<file path="config.mk">
export PLATFORM = sky130hd
export DESIGN_NAME = rx_clk_crs
export DESIGN_NICKNAME = d
export VERILOG_FILES = /design/src/rtl/rxcs_pkg.sv /design/src/rtl/rxcs_acq_timer.sv /design/src/rtl/rxcs_clk_switch.sv /design/src/rtl/rxcs_crs_gate.sv /design/src/rtl/rx_clk_crs.sv
export SDC_FILE = /design/constraint.sdc
export NUM_CORES = 1
export LEC_CHECK = 0
export BUFFER_PORTS_ARGS = -buffer_cell sky130_fd_sc_hd__buf_2
export CORE_UTILIZATION = 45
export CTS_CLUSTER_DIAMETER = 50
export DETAILED_ROUTE_END_ITERATION = 6
export GPL_ROUTABILITY_DRIVEN = 0
export PLACE_DENSITY_LB_ADDON = 0.2
export SLEW_MARGIN = 15
export SYNTH_ARGS = -nofsm -noshare
export SYNTH_HDL_FRONTEND = slang
export SYNTH_HIERARCHICAL = 1
export SYNTH_SLANG_ARGS = --single-unit
</file>
<file path="constraint.sdc">
create_clock -name clk -period 1.5 [get_ports clk]
set_input_delay 0.075 -clock clk [delete_from_list [all_inputs] [get_ports clk]]
set_output_delay 0.075 -clock clk [all_outputs]
set_load 0.02 [all_outputs]
</file>
<file path="src/rtl/rxcs_pkg.sv">
package rxcs_pkg;
  typedef enum logic [1:0] {
    CTL_FAM_A  = 2'b00,
    CTL_FAM_B  = 2'b01,
    CTL_HOLD   = 2'b10,
    CTL_FAM_C  = 2'b11
  } ctl_mode_e;

  function automatic logic mode_holds_low(input ctl_mode_e m);
    return (m == CTL_HOLD);
  endfunction
endpackage

</file>
<file path="src/rtl/rxcs_acq_timer.sv">
module rxcs_acq_timer #(
  parameter int ACQ_TP_CYC  = 110,
  parameter int ACQ_AUI_CYC = 90
) (
  input  logic clk,
  input  logic rst,
  input  logic rx_active_i,
  input  logic port_tp_i,
  output logic done_o
);
  localparam int MAXC = (ACQ_TP_CYC > ACQ_AUI_CYC) ? ACQ_TP_CYC : ACQ_AUI_CYC;
  localparam int CW   = $clog2(MAXC + 1);
  localparam logic [CW-1:0] LAST_TP  = CW'(ACQ_TP_CYC - 1);
  localparam logic [CW-1:0] LAST_AUI = CW'(ACQ_AUI_CYC - 1);

  logic [CW-1:0] cnt_q;
  logic [CW-1:0] last;
  logic          done_q;

  assign last = port_tp_i ? LAST_TP : LAST_AUI;

  always_ff @(posedge clk) begin
    if (rst) begin
      cnt_q  <= '0;
      done_q <= 1'b0;
    end else if (!rx_active_i) begin
      cnt_q  <= '0;
      done_q <= 1'b0;
    end else if (cnt_q == last) begin
      done_q <= 1'b1;
    end else begin
      cnt_q <= cnt_q + 1'b1;
    end
  end

  assign done_o = done_q;
endmodule

</file>
<file path="src/rtl/rxcs_clk_switch.sv">
module rxcs_clk_switch (
  input  logic clk,
  input  logic rst,
  input  logic txc_i,
  input  logic rec_clk_i,
  input  logic rec_data_i,
  input  logic hold_low_i,
  input  logic want_rec_i,
  output logic sel_q_o,
  output logic sel_next_o,
  output logic rxc_o,
  output logic rxd_o
);
  logic acq_src;
  logic sel_q, sel_d;
  logic rxc_q, rxd_q;

  assign acq_src = hold_low_i ? 1'b0 : txc_i;

  // Move only when both candidate sources are low: no shortened pulse.
  always_comb begin
    sel_d = sel_q;
    if ((want_rec_i != sel_q) && !acq_src && !rec_clk_i)
      sel_d = want_rec_i;
  end

  always_ff @(posedge clk) begin
    if (rst) begin
      sel_q <= 1'b0;
      rxc_q <= 1'b0;
      rxd_q <= 1'b0;
    end else begin
      sel_q <= sel_d;
      rxc_q <= sel_d ? rec_clk_i : acq_src;
      rxd_q <= sel_d & rec_data_i;
    end
  end

  assign sel_q_o    = sel_q;
  assign sel_next_o = sel_d;
  assign rxc_o      = rxc_q;
  assign rxd_o      = rxd_q;
endmodule

</file>
<file path="src/rtl/rxcs_crs_gate.sv">
module rxcs_crs_gate #(
  parameter int INHIBIT_CYC = 220
) (
  input  logic clk,
  input  logic rst,
  input  logic tx_en_i,
  input  logic rx_active_i,
  input  logic col_i,
  output logic blank_o,
  output logic crs_o
);
  localparam int IW = $clog2(INHIBIT_CYC + 1);
  localparam logic [IW-1:0] RELOAD = IW'(INHIBIT_CYC - 1);

  logic          txen_q;
  logic          fall;
  logic [IW-1:0] inh_q;
  logic          crs_q;

  assign fall    = txen_q & ~tx_en_i;
  assign blank_o = fall | (inh_q != '0);

  always_ff @(posedge clk) begin
    if (rst) begin
      txen_q <= 1'b0;
      inh_q  <= '0;
      crs_q  <= 1'b0;
    end else begin
      txen_q <= tx_en_i;
      if (fall)
        inh_q <= RELOAD;
      else if (inh_q != '0)
        inh_q <= inh_q - 1'b1;
      crs_q <= (rx_active_i | col_i) & ~blank_o;
    end
  end

  assign crs_o = crs_q;
endmodule

</file>
<file path="src/rtl/rx_clk_crs.sv">
module rx_clk_crs #(
  parameter int ACQ_TP_CYC  = 110,
  parameter int ACQ_AUI_CYC = 90,
  parameter int INHIBIT_CYC = 220
) (
  input  logic       clk,
  input  logic       rst,
  input  logic       txc_i,
  input  logic       rec_clk_i,
  input  logic       rec_data_i,
  input  logic       rx_active_i,
  input  logic       col_i,
  input  logic       port_tp_i,
  input  logic [1:0] mode_i,
  input  logic       tx_en_i,
  output logic       rxc_o,
  output logic       rxd_o,
  output logic       crs_o
);
  import rxcs_pkg::*;

  ctl_mode_e mode;
  logic      acq_done;
  logic      want_rec;
  logic      hold_low;
  logic      sel_q, sel_next;
  logic      blank;

  assign mode     = ctl_mode_e'(mode_i);
  assign hold_low = mode_holds_low(mode);
  assign want_rec = rx_active_i & acq_done;

  rxcs_acq_timer #(
    .ACQ_TP_CYC (ACQ_TP_CYC),
    .ACQ_AUI_CYC(ACQ_AUI_CYC)
  ) timer_i (
    .clk        (clk),
    .rst        (rst),
    .rx_active_i(rx_active_i),
    .port_tp_i  (port_tp_i),
    .done_o     (acq_done)
  );

  rxcs_clk_switch switch_i (
    .clk        (clk),
    .rst        (rst),
    .txc_i      (txc_i),
    .rec_clk_i  (rec_clk_i),
    .rec_data_i (rec_data_i),
    .hold_low_i (hold_low),
    .want_rec_i (want_rec),
    .sel_q_o    (sel_q),
    .sel_next_o (sel_next),
    .rxc_o      (rxc_o),
    .rxd_o      (rxd_o)
  );

  rxcs_crs_gate #(
    .INHIBIT_CYC(INHIBIT_CYC)
  ) crs_i (
    .clk        (clk),
    .rst        (rst),
    .tx_en_i    (tx_en_i),
    .rx_active_i(rx_active_i),
    .col_i      (col_i),
    .blank_o    (blank),
    .crs_o      (crs_o)
  );
endmodule

</file>
# Yosys cells after proc, flatten, opt, wreduce, memory -nomap -nowiden
# Cells that the tools add are included.
[classes]
addsub = 2
eq_ne = 3
n_mux = 6
n_bitwise = 9
n_reduce_logical = 8
[op_table]
columns = ["cell", "count"]
rows = [
  ["$mux 8", 2],
  ["$reduce_bool 8->1", 1],
  ["$sub 8x1->8 const B", 1],
  ["$add 7x1->7 const B", 1],
  ["$eq 7x7->1", 1],
  ["$mux 6", 1],
  ["$and 1x1->1", 4],
  ["$reduce_or 2->1", 2],
  ["$mux 1", 3],
  ["$not 1->1", 3],
  ["$eq 2x2->1 const B", 1],
  ["$logic_and 1x1->1", 2],
  ["$logic_not 1->1", 2],
  ["$or 1x1->1", 2],
  ["$reduce_bool 2->1", 1],
  ["$ne 1x1->1", 1],
]
[totals]
regBits = 21
input_bits = 11
output_inout_bits = 3
wordCells = 37

# Longest topological paths before layout
[logic_depth]
word_depth = 7
ltp_mapped = 6
mapped_depth_nobuf = 5

# Hierarchy
# The synthesis kept the hierarchy.
[by_module_without_submodules]
columns = ["mod", "instances", "cells_per_inst", "area_per_inst_um2", "seq_area_each_um2"]
rows = [
  ["rxcs_crs_gate", 1, 57, 504.2, 200.2],
  ["rxcs_acq_timer", 1, 46, 414.1, 160.2],
  ["rxcs_clk_switch", 1, 15, 147.6, 60.1],
  ["rx_clk_crs", 1, 2, 20.0, 0.0],
]

# Least setup slack after synthesis
# OpenSTA, ideal clock, no wires.
[synth_timing]
path_kind = "register to register"
from = "register crs_i.inh_q[0]"
to = "register crs_i.inh_q[5]"
setup_ps = 80
t_arrival_ps = 1487
t_required_ps = 1420
path_slack_ps = -67
path_stages_with_launch = 6
path_buffers = 0
period_less_slack_ps = 1567
cell_sequence = "dfxtp_1 > inv_1 > ha_1 > nor3b_1 > or4_1 > a211oi_2"
[synth_between]
elab_chain_cells = 1
word_cells_on_any_way = 2
classes_between = "1 x add/sub; 1 x reduce/logical"
[synth_rtl]
columns = ["element", "line", "text"]
rows = [
  ["start: declaration", "rxcs_crs_gate.sv:17", "logic [IW-1:0] inh_q;"],
  ["start signal: assignment", "rxcs_crs_gate.sv:33", "inh_q <= inh_q - 1'b1;"],
  ["$sub 8x1->8 / $reduce_bool 8->1 (equally long branches)", "rxcs_crs_gate.sv:33, rxcs_crs_gate.sv:32", ""],
]
# Parallel ways exist; a longest one is shown, timed or not.
# A chain may end at the register's enable or synchronous reset.

# Worst setup path after layout
# Same ends and word-level chain as after synthesis.

==> metrics <==
status complete, no violations; WP data required 1.74 ns; GRT Overall Usage 19.97%; Post-DRT Antenna Nets 0; Skew-Pair Late Insertion Delay 0.30 ns; CTS root buf clkbuf_4; Max Buffers Root-to-Sink 2; HP Class in2reg; CP max FO 4; CP Cell Sequence buf_6 > or2_4 > or4_4 > a211oi_2; die height 50.79 um; Final Skew 0.007036 ns; Final Cell Area 0.001361 mm2; DR pass1 iterations 4; final setup vio count 0; CTS tree yes; fin crit period 1.474 ns; Starting Density 47.96%; chip width 50.79 um; area grow syn2layout 27.10%; maxcap violations 0; register area 425.4 um2; Crit path max-delay family simple AND/OR/NAND/NOR gates; RSZ-0062 raised after global routing true; CP startpoint kind flip-flop; DR WL met2 1264 um; post-layout power 2.339 mW; CP bufs+invs 1; total gr overflow 0; row count 17; H-tree depth 1; Final Hold Viols 0; fmax 0.6786 GHz; Layout Cells excl Fill 170; Top Ports 14; Routed WL 2327 um; share of post-route cells with drive strength above 1 38.73%; DRC 0; crit path DAT 1.71 ns; die area 0.002579 mm2; crit path kind reg2reg; CP endpoint kind flip-flop; starting DRC count in detailed routing 25; CTS sink count 21; placed cell areas 0.001216 mm2; total core area 0.002233 mm2; syn nets 132; Slowest-stage cell, CP or4_4; worst-margin pin slew 0.6756 ns; Crit path largest cell delay 0.51 ns; power per cell area 1719 mW/mm2; nets 157; IO Port Bufs 13; Fillers 202; R2R setup slack 0.03 ns; mapped cell area 0.001071 mm2; final worst path period share 98.24%; Peak supply drop 0.001002 V; Lkg Pwr 0.5183 nW; Final Core Density 60.95%; met3 wire length 49 um; DP Cell Count 163; Vias 947; Worst slew margin 54.87%; largest net degree at the start of global routing 17; Post-Syn Instances 118; dpl hpwl 1616 um; Slew Viols, Final 0; antenna violations before repair 0; footprint of the multi-input gates 684.4 um2; Yosys Warn Count 6; antenna fix cells 0; via-per-instance ratio 5.571; routed metal-1 wire length 977 um; wire length per cell 13.69 um; top sig layer met4; clock slew at reported path FFs 0.12 ns; first-pass GRT wire length 3836 um; vias in the first global route 985; syn_area_per_cell 9.077 um2; number of CTS-inserted buffers 3
-- power by group --
part | switching (mW) | total [mW] | internal (mW)
clock | 0.175 | 0.274 | 0.0993
sequential | 0.109 | 0.787 | 0.678
combinational | 0.609 | 1.28 | 0.670
total | 0.893 | 2.34 | 1.45
-- worst paths after layout --
kind                                     from                           to  cells after the start
hold / removal                        tx_en_i      crs_i/txen_q$_SDFF_PP0_                      2
setup reg to reg  crs_i/inh_q[0]$_SDFFE_PP0P_  crs_i/inh_q[5]$_SDFFE_PP0P_                      4
setup / recovery  crs_i/inh_q[0]$_SDFFE_PP0P_  crs_i/inh_q[5]$_SDFFE_PP0P_                      4
hold reg to reg   timer_i/done_o$_SDFFE_PP0N_  timer_i/done_o$_SDFFE_PP0N_                      2
-- state kept, by name, indices dropped and copies added, names as in the netlist --
signal            count
crs_i/inh_q           8
timer_i/cnt_q         7
crs_i/crs_o           1
crs_i/txen_q          1
switch_i/rxc_o        1
switch_i/rxd_o        1
switch_i/sel_q_o      1
timer_i/done_o        1
-- metrics by stage --
step / setup TNS, ns / hold WS (ns) / setup WS [ns]
final: 0 / 0.01001 / 0.02643
after global routing: -0.02754 / 0.003140 / -0.01625
after CTS: 0 / 0.002827 / 0.001702
after detailed placement: -0.01538 / 0.3218 / -0.01538
after global placement: 0 / 0.3140 / 0.05025
after floorplan: 0 / 0.1474 / 0.006311
-- area by class of cell --
| cell class | instances | share of cell area, % |
|---|---|---|
| clock buffers | 3 | 1.654 |
| clock inverters | 1 | 0.3676 |
| repair buffers | 25 | 11.95 |
| multi-input cells | 85 | 50.28 |
| flip-flops and latches | 21 | 31.25 |
| inverters | 7 | 1.930 |
| well taps | 28 | 2.574 |
-- placed cells by master, fill, tap and decap left out, types with 4 or more instances in the layout --
cell,n
nor2_1,10
nand2_1,6
buf_2,13
buf_4,10
a21oi_1,6
nand2b_1,4
dfxtp_1,17
dfxtp_2,4
inv_1,5
-- repair_timing --
action                     CTS  global route
resized for setup            9            12
pin swaps                    4             4
setup endpoints to repair    3             8
buffers inserted             3             0
hold buffers                 0             0
-- routing by layer --
metal  vias to the layer above  track usage (%)
li1                        483                -
met1                       447            20.77
met2                        13            38.44
met3                         4            2.727
met4                         0            9.722
met5                         -                0
Power figures use the tool's default switching activity.
